`config.mk`:
```
export PLATFORM = sky130hd
export DESIGN_NAME = osc_supervisor
export DESIGN_NICKNAME = d
export VERILOG_FILES = /design/src/rtl/osc_sup_pkg.sv /design/src/rtl/osc_edge_sync.sv /design/src/rtl/osc_timeout_mon.sv /design/src/rtl/osc_quality_chk.sv /design/src/rtl/osc_supervisor.sv
export SDC_FILE = /design/constraint.sdc
export NUM_CORES = 1
export LEC_CHECK = 0
export ABC_AREA = 1
export BUFFER_PORTS_ARGS = -buffer_cell sky130_fd_sc_hd__clkbuf_2
export CORE_ASPECT_RATIO = 0.7
export CORE_MARGIN = 2
export CORE_UTILIZATION = 40
export DETAILED_ROUTE_END_ITERATION = 6
export SYNTH_ARGS = -nofsm -noshare
export SYNTH_HDL_FRONTEND = slang
export SYNTH_SLANG_ARGS = --single-unit
```
`constraint.sdc`:
```
create_clock -name ref_clk -period 3.6 [get_ports ref_clk]
set_input_delay 0.72 -clock ref_clk [delete_from_list [all_inputs] [get_ports ref_clk]]
set_output_delay 0.72 -clock ref_clk [all_outputs]
set_load 0.02 [all_outputs]
```
`src/rtl/osc_sup_pkg.sv`:
```
package osc_sup_pkg;
   localparam int unsigned DEF_WINDOW_CYC  = 50000;
   localparam int unsigned DEF_TIMEOUT_CYC = 64;
   localparam int unsigned DEF_MIN_EDGES   = 1024;
   localparam int unsigned DEF_SYNC_STAGES = 2;

   typedef enum logic {
      QC_IDLE = 1'b0,
      QC_RUN  = 1'b1
   } qc_state_e;
endpackage

```
`src/rtl/osc_edge_sync.sv`:
```
module osc_edge_sync #(
   parameter int unsigned STAGES = 2
) (
   input  logic ref_clk,
   input  logic rst_n,
   input  logic osc_clk,
   output logic osc_rise
);
   logic [STAGES-1:0] sync_q;
   logic              last_q;

   generate
      for (genvar i = 0; i < STAGES; i++) begin : g_stage
         if (i == 0) begin : g_first
            always_ff @(posedge ref_clk or negedge rst_n) begin
               if (!rst_n) sync_q[0] <= 1'b0;
               else        sync_q[0] <= osc_clk;
            end
         end else begin : g_next
            always_ff @(posedge ref_clk or negedge rst_n) begin
               if (!rst_n) sync_q[i] <= 1'b0;
               else        sync_q[i] <= sync_q[i-1];
            end
         end
      end
   endgenerate

   always_ff @(posedge ref_clk or negedge rst_n) begin
      if (!rst_n) last_q <= 1'b0;
      else        last_q <= sync_q[STAGES-1];
   end

   assign osc_rise = sync_q[STAGES-1] & ~last_q;
endmodule

```
`src/rtl/osc_timeout_mon.sv`:
```
module osc_timeout_mon #(
   parameter int unsigned TIMEOUT_CYC = 64
) (
   input  logic ref_clk,
   input  logic rst_n,
   input  logic enable,
   input  logic osc_rise,
   output logic fail_evt
);
   localparam int unsigned TW = $clog2(TIMEOUT_CYC + 1);
   localparam logic [TW-1:0] LAST = TW'(TIMEOUT_CYC - 1);
   localparam logic [TW-1:0] HOLD = TW'(TIMEOUT_CYC);

   logic [TW-1:0] gap_q;

   always_ff @(posedge ref_clk or negedge rst_n) begin
      if (!rst_n) begin
         gap_q    <= '0;
         fail_evt <= 1'b0;
      end else begin
         fail_evt <= 1'b0;
         if (!enable || osc_rise) begin
            gap_q <= '0;
         end else if (gap_q == LAST) begin
            gap_q    <= HOLD;
            fail_evt <= 1'b1;
         end else if (gap_q != HOLD) begin
            gap_q <= gap_q + 1'b1;
         end
      end
   end
endmodule

```
`src/rtl/osc_quality_chk.sv`:
```
module osc_quality_chk
   import osc_sup_pkg::*;
#(
   parameter int unsigned WINDOW_CYC = 50000,
   parameter int unsigned MIN_EDGES  = 1024
) (
   input  logic ref_clk,
   input  logic rst_n,
   input  logic trig,
   input  logic osc_rise,
   output logic done,
   output logic pass_evt
);
   localparam int unsigned WW = (WINDOW_CYC > 1) ? $clog2(WINDOW_CYC) : 1;
   localparam int unsigned EW = $clog2(MIN_EDGES + 1);
   localparam logic [WW-1:0] WLAST = WW'(WINDOW_CYC - 1);
   localparam logic [EW-1:0] ENEED = EW'(MIN_EDGES);

   qc_state_e     state_q;
   logic [WW-1:0] win_q;
   logic [EW-1:0] edges_q;
   logic [EW-1:0] edges_nx;

   always_comb begin
      edges_nx = edges_q;
      if (osc_rise && edges_q != ENEED) edges_nx = edges_q + 1'b1;
   end

   always_ff @(posedge ref_clk or negedge rst_n) begin
      if (!rst_n) begin
         state_q  <= QC_IDLE;
         win_q    <= '0;
         edges_q  <= '0;
         done     <= 1'b0;
         pass_evt <= 1'b0;
      end else begin
         pass_evt <= 1'b0;
         if (trig) begin
            state_q <= QC_RUN;
            win_q   <= '0;
            edges_q <= '0;
            done    <= 1'b0;
         end else if (state_q == QC_RUN) begin
            edges_q <= edges_nx;
            if (win_q == WLAST) begin
               state_q <= QC_IDLE;
               if (edges_nx == ENEED) begin
                  done     <= 1'b1;
                  pass_evt <= 1'b1;
               end
            end else begin
               win_q <= win_q + 1'b1;
            end
         end
      end
   end
endmodule

```
`src/rtl/osc_supervisor.sv`:
```
module osc_supervisor
   import osc_sup_pkg::*;
#(
   parameter int unsigned TIMEOUT_CYC = DEF_TIMEOUT_CYC,
   parameter int unsigned WINDOW_CYC  = DEF_WINDOW_CYC,
   parameter int unsigned MIN_EDGES   = DEF_MIN_EDGES,
   parameter int unsigned SYNC_STAGES = DEF_SYNC_STAGES
) (
   input  logic ref_clk,
   input  logic rst_n,
   input  logic osc_clk,
   input  logic mon_en,
   input  logic scm_en,
   input  logic por_evt,
   input  logic lvr_evt,
   input  logic stop_wake_evt,
   output logic mon_fail,
   output logic scm_req,
   output logic rst_req,
   output logic check_done
);
   generate
      if (TIMEOUT_CYC < 2) begin : g_bad_timeout
         $error("TIMEOUT_CYC must be at least 2");
      end
      if (WINDOW_CYC < 2) begin : g_bad_window
         $error("WINDOW_CYC must be at least 2");
      end
      if (MIN_EDGES < 1 || MIN_EDGES > WINDOW_CYC) begin : g_bad_edges
         $error("MIN_EDGES must lie in 1..WINDOW_CYC");
      end
      if (SYNC_STAGES < 2) begin : g_bad_sync
         $error("SYNC_STAGES must be at least 2");
      end
   endgenerate

   logic osc_rise;
   logic fail_evt;
   logic pass_evt;
   logic qc_trig;
   logic fail_ok;

   osc_edge_sync #(.STAGES(SYNC_STAGES)) u_sync (
      .ref_clk (ref_clk),
      .rst_n   (rst_n),
      .osc_clk (osc_clk),
      .osc_rise(osc_rise)
   );

   osc_timeout_mon #(.TIMEOUT_CYC(TIMEOUT_CYC)) u_mon (
      .ref_clk (ref_clk),
      .rst_n   (rst_n),
      .enable  (mon_en),
      .osc_rise(osc_rise),
      .fail_evt(fail_evt)
   );

   assign fail_ok = fail_evt & mon_en;
   assign qc_trig = por_evt | lvr_evt | stop_wake_evt | fail_ok;

   osc_quality_chk #(.WINDOW_CYC(WINDOW_CYC), .MIN_EDGES(MIN_EDGES)) u_qc (
      .ref_clk (ref_clk),
      .rst_n   (rst_n),
      .trig    (qc_trig),
      .osc_rise(osc_rise),
      .done    (check_done),
      .pass_evt(pass_evt)
   );

   always_ff @(posedge ref_clk or negedge rst_n) begin
      if (!rst_n) begin
         mon_fail <= 1'b0;
         scm_req  <= 1'b0;
         rst_req  <= 1'b0;
      end else begin
         mon_fail <= mon_en & (fail_evt | (mon_fail & ~pass_evt));
         scm_req  <= (fail_ok & scm_en) | (scm_req & ~pass_evt);
         rst_req  <= (fail_ok & ~scm_en) | rst_req;
      end
   end
endmodule

```
# == Word level (Yosys, flattened, before mapping) ==
# Cells that the tools add are included.
# totals
in_bits,8
wordCells,69
reg_bits,44
out_inout_bits,4
# classes
bitwise_logic,16
eq_ne,6
add_sub_neg,3
n_reduce_logical,9
mux,22
# op_table
cell,count
two-way mux 16 bit,3
two-way mux 11 bit,3
two-way mux 7 bit,3
"adder 16 x 1 -> 16 bit, second input constant",1
"equality test 16 bit, second input constant",1
two-way mux 1 bit,13
"adder 11 x 1 -> 11 bit, second input constant",1
"equality test 11 bit, second input constant",1
"!= test 11 bit, second input constant",1
"adder 7 x 1 -> 7 bit, second input constant",1
AND 1 bit,7
"equality test 7 x 6 -> 1 bit, second input constant",1
"!= test 7 bit, second input constant",1
bitwise OR 1 bit,6
nonzero test 2 bit,3
inverter 1 bit,3
AND reduction 3 bit,1
nonzero test 3 bit,1
"!= test 2 bit, second input constant",1
AND reduction 2 bit,1
logical AND 1 bit,1
zero test 1 bit,1
logical OR 1 bit,1

# == Depth between registers and ports, before layout ==
# logic_depth
ltp_word,9
depth_mapped,12
ltp_nobuf,12

# == Modules after synthesis ==
# From an unflattened synthesis, not the netlist that was laid out.
# unflattened
cells_unflattened,321
area_unflattened_um2,2576.2
# modules_own_cells
mod,area_each_um2,seq_area_each_um2,cells_per_inst,n_inst
osc_quality_chk,1894.3,750.7,244,1
osc_timeout_mon,464.2,200.2,55,1
osc_supervisor,132.6,75.1,17,1
osc_edge_sync,85.1,75.1,5,1

# == Worst setup path before layout ==
# No wires, ideal clock.
# synth_path
kind,input to register
startpoint,input lvr_evt
endpoint,register u_qc.win_q[3]
slack_ns,1.967
stages,8
n_path_buf,1
setup_ns,0.069
arrival_ns,1.564
required_ns,3.531
cell_sequence,nor3_2 -> nand2_2 -> inv_2 -> nand2_4 -> inv_2 -> buf_6 -> nor3_2 -> nor2_2
# synth_between
elab_chain_len,5
word_cells_on_any_way,7
cone_classes,eq/ne: 1; mux: 1; bitwise: 3; reduce/logical: 2
# synth_lines
item,line_no,text
from (decl),osc_supervisor.sv:15,"input logic lvr_evt,"
bitwise OR 1 bit * (3 in series),osc_supervisor.sv:59,assign qc_trig = por_evt | lvr_evt | stop_wake_evt | fail_ok;
!= test 2 bit (no line) or nonzero test 2 bit (tied branches),n/a,
AND reduction 2 bit (no line),n/a,
to (signal assigned),osc_quality_chk.sv:52,win_q <= win_q + 1'b1;
to (decl),osc_quality_chk.sv:20,logic [WW-1:0] win_q;
# Mark *: on every way between the ends. The rest lies on a longest branch, timed or not.
# A chain may end at the register's enable or synchronous reset.

# == Worst setup path in the final report ==
# layout_path
startpoint,register u_qc.win_q[0]
endpoint,register u_qc.win_q[3]
# layout_between
elab_chain_len,4
word_cells_on_any_way,7
cone_classes,add/sub: 1; eq/ne: 2; mux: 3; reduce/logical: 1
# layout_lines
item,line_no,text
adder 16 x 1 -> 16 bit,osc_quality_chk.sv:52,
two-way mux 16 bit,osc_quality_chk.sv:45,if (win_q == WLAST) begin
two-way mux 16 bit,osc_quality_chk.sv:43,end else if (state_q == QC_RUN) begin
two-way mux 16 bit,osc_quality_chk.sv:38,if (trig) begin
# Several ways; a longest one is shown, not always the timed one. The select of a mux whose other input is x is not followed.

==> results.md <==
- Chip width: 98.8 µm
- Register bit total from synthesis: 44
- Largest net degree at the start of global routing: 28
- Final critical path time including I/O delays and setup: just under 2 ns
- PostCTS Resize Cnt: 0
- Reg power frac: 57.2%
- Syn_nets: 340
- Dominant synthesized flop cell: dfrtp_1
- Switching pwr: 225 µW
- Die area: 6950 µm²
- Hold Vio Cnt, Final: 0
- Critical path data arrival time: 2.18 ns
- Core area: 6160 µm²
- Final GP Congestion: approximately 0.92
- Share of the synthesized area in the top cell type: 43.8%
- Count of flip-flops with a built-in enable after synthesis: 0
- Final ANT Viol Nets: 0
- Warnings from Yosys: 0
- Fin area: roughly 2700 µm²
- Final period utilization: 54.9%
- Leakage: roughly 1.2 nW
- Die height: around 70 µm
- Share of cells above drive strength 1: 12.5%
- Crit-path slowest cell: dfrtp_1
- Antenna diodes: 0
- Insertion delay to the later sink of the worst-skew pair: 0.30 ns
- Detailed Routing Iterations Pass 1: 5
- RSZ-0062 raised after global routing: no
- # rows: 24
- Yosys cell types: 32
- CTS H-Tree Depth: 2
- Pwr dens: 328 nW/µm²
- CTS buffer count: 5
- CTS tree: done
- Most numerous cell in the Yosys netlist: nand2_1
- Part of the power in combinational logic: 5.5%
- Mapped cell area: 2510 µm²
- Int Pwr: 676 µW
- Clk_skew: 0.00698 ns
- Top cells by count, synth: 78 x nand2_1, 44 x dfrtp_1, 40 x inv_1
- Via Count: 2,180
- # IOs: 12
- Setup TNS: 0 ns
- WP data required: 3.80 ns
- First-pass GRT wire length: 9660 µm
- CTS sink cnt: 44
- Post-Synthesis Cells: 327
- Synth area leader: dfrtp_1
- Initial antenna violation count: 0
- Post-Syn Area per Cell: 7.69 µm²
- Crit end category: flip-flop
- Max Clk Rate: between 500 and 600 MHz
- Max-Cap Viols: 0
- Clock-pin slew on the worst setup and hold paths: 0.09 ns
- Total routed wirelength: 5650 µm
- Sw frac: between 20% and 30%
- Postcts setup bufs: 0
- Critical path, cell by cell: ha_1 > nand2_1 > nor2_2 > inv_1 > nor2_1 > nand2_1 > nand2_2 > nand2_4 > inv_2 > o21ai_0 > nand2_1 > nor2_2
- Drc violations: 0
- Initial DRC count: between 150 and 200
- Fraction of registers with async set/reset: 100%
- DP Area: 2650 µm²
- Nets: 356
- Via-to-Cell Ratio: 5.17
- Port Buffers: 11
- Final setup fails: 0
- Status: finished, final reports clean
- GR Overflow Total: 0
- Critical path type: flip-flop to flip-flop
- R2R Setup Slk: 1.62 ns
- Actual slew at the worst max-slew pin: between 0.4 and 0.5 ns
- Crit-path max cell delay: 0.43 ns
- Max Slew Vio Count: 0
- CTS max path bufs: 2
- Maximum VDD drop: 144 µV
- Critical path's most frequent cell: nand2_1
- Top cells by area, synth: dfrtp_1 44%, nand2_1 12%, inv_1 6.0%
- Initial Utilization: 40.9%
- Clock Power Share: 37.2%
- Number of global-route vias before repair: 2,021
- Root Buffer: clkbuf_8
- WL/cell: approximately 13 µm
- Sequential area share after synthesis: between 40% and 50%
- Layout area overhead: 9.15%
- Worst hold path class: primary input to async pin
- Relative max-transition margin: 68.3%
- Post-DP HPWL: between 4000 and 5000 µm
- Hold-fix buffers, CTS: 0
- Startpoint Class: flip-flop
- Overall Global Routing Usage: ~18%
- CP Max Fanout: 11
==> placed cells by master (no fill, tap or decap) <==
| master | count |
|---|---|
| clkbuf_2 | 11 |
| nor4_1 | 1 |
| o21ai_0 | 15 |
| nand2_2 | 3 |
| a22oi_2 | 1 |
| ha_1 | 5 |
| dfrtp_1 | 44 |
| nand2_4 | 1 |
| nand3b_1 | 1 |
| nor2_1 | 34 |
| nand3_1 | 29 |
| nand3_2 | 1 |
| o22ai_1 | 10 |
| nor3_2 | 3 |
| or3_1 | 1 |
| nor3_1 | 4 |
| inv_1 | 40 |
| o21ai_1 | 2 |
| o31ai_1 | 7 |
| a31o_2 | 1 |
| nand4_1 | 8 |
| clkbuf_8 | 6 |
| a21oi_1 | 8 |
| or2_2 | 2 |
| clkinv_1 | 1 |
| clkinvlp_4 | 2 |
| nor2_2 | 8 |
| inv_2 | 3 |
| or2_0 | 1 |
| nand2_1 | 78 |
| o21bai_1 | 2 |
| buf_4 | 1 |
| xor2_1 | 9 |
| xnor2_1 | 1 |
==> routing by layer <==
metal / wire length, µm / track usage (%) / share of wire (%) / vias to the layer above
li1: - / - / - / 1105
met1: 3030 / 28.0 / 54 / 1000
met2: 2140 / 22.4 / 38 / 67
met3: 410 / 5.21 / 7.3 / 8
met4: 63 / 5.33 / 1.1 / 0
met5: 0 / 0 / 0 / -
==> cells by family (layout without fill, tap and decap cells) <==
| kind of cell | Yosys count | in the layout | synth area share (%) |
|---|---|---|---|
| compound gates | 46 | 46 | 11.0 |
| xor+xnor | 10 | 10 | 3.48 |
| fa+ha+maj | 5 | 5 | 2.49 |
| buf+inv | 47 | 64 | 7.66 |
| flops | 44 | 44 | 43.8 |
| simple gates | 175 | 175 | 31.6 |
==> power groups by stage <==
stage | combinational (mW) | clock (mW) | sequential, mW
floorplan | 0.0276 | 0 | 0.524
global placement | 0.0511 | 0 | 0.525
detailed placement | 0.0511 | 0 | 0.525
CTS | 0.0512 | 0.344 | 0.516
global route | 0.0583 | 0.365 | 0.517
finish | 0.0498 | 0.335 | 0.516
==> critical path: cells and delay by family, from the launching register on <==
family / cells / cell delay [ns]
AO/OA/AOI/OAI: 1 / 0.11
flip-flops: 1 / 0.43
AND/OR/NAND/NOR: 8 / 0.88
adder cells (fa/ha/maj): 1 / 0.23
buffers and inverters: 2 / 0.24
==> flip-flops by register name, summed over array words and instances, names as in the netlist <==
name	cells
u_qc.win_q	16
u_sync.last_q	1
u_qc.done	1
rst_req	1
scm_req	1
u_qc.state_q	1
mon_fail	1
u_mon.fail_evt	1
u_qc.edges_q	11
u_mon.gap_q	7
u_qc.pass_evt	1
u_sync.sync_q	2
==> layout make-up <==
type / instances / area [µm²]
Fill cell: 614 / 3410
Tap cell: 78 / 97.6
Clock inverter: 2 / 15.0
Multi-Input combinational cell: 236 / 1220
Sequential cell: 44 / 1100
Inverter: 44 / 165
Timing Repair Buffer: 12 / 62.6
Clock buffer: 6 / 82.6
==> metrics by stage <==
| stage | setup slack (ns) | utilization [%] | std cells | power [mW] | hold WS (ns) |
|---|---|---|---|---|---|
| after global placement | 1.62 | 43.0 | 414 | 0.577 | 0.341 |
| final | 1.62 | 44.6 | 422 | 0.901 | 0.354 |
| after global routing | 1.41 | 44.6 | 422 | 0.941 | 0.375 |
| after floorplan | 1.97 | - | 327 | 0.552 | 0.331 |
| after detailed placement | 1.57 | 43.0 | 414 | 0.576 | 0.337 |
| after CTS | 1.65 | 44.6 | 422 | 0.911 | 0.365 |
==> final timing paths <==
| kind | endpoint | from | depth (start not counted) |
|---|---|---|---|
| worst max-delay path | u_qc.win_q[3] | u_qc.win_q[0] | 12 |
| worst min-delay path | u_qc.win_q[14] | rst_n | 1 |
| worst max register to register | u_qc.win_q[3] | u_qc.win_q[0] | 12 |
| worst min register to register | u_sync.sync_q[1] | u_sync.sync_q[0] | 0 |
| max in group asynchronous | u_qc.done | rst_n | 2 |
| min in group ref_clk | u_sync.sync_q[1] | u_sync.sync_q[0] | 0 |
No activity file was read; power rests on OpenSTA's default activity.
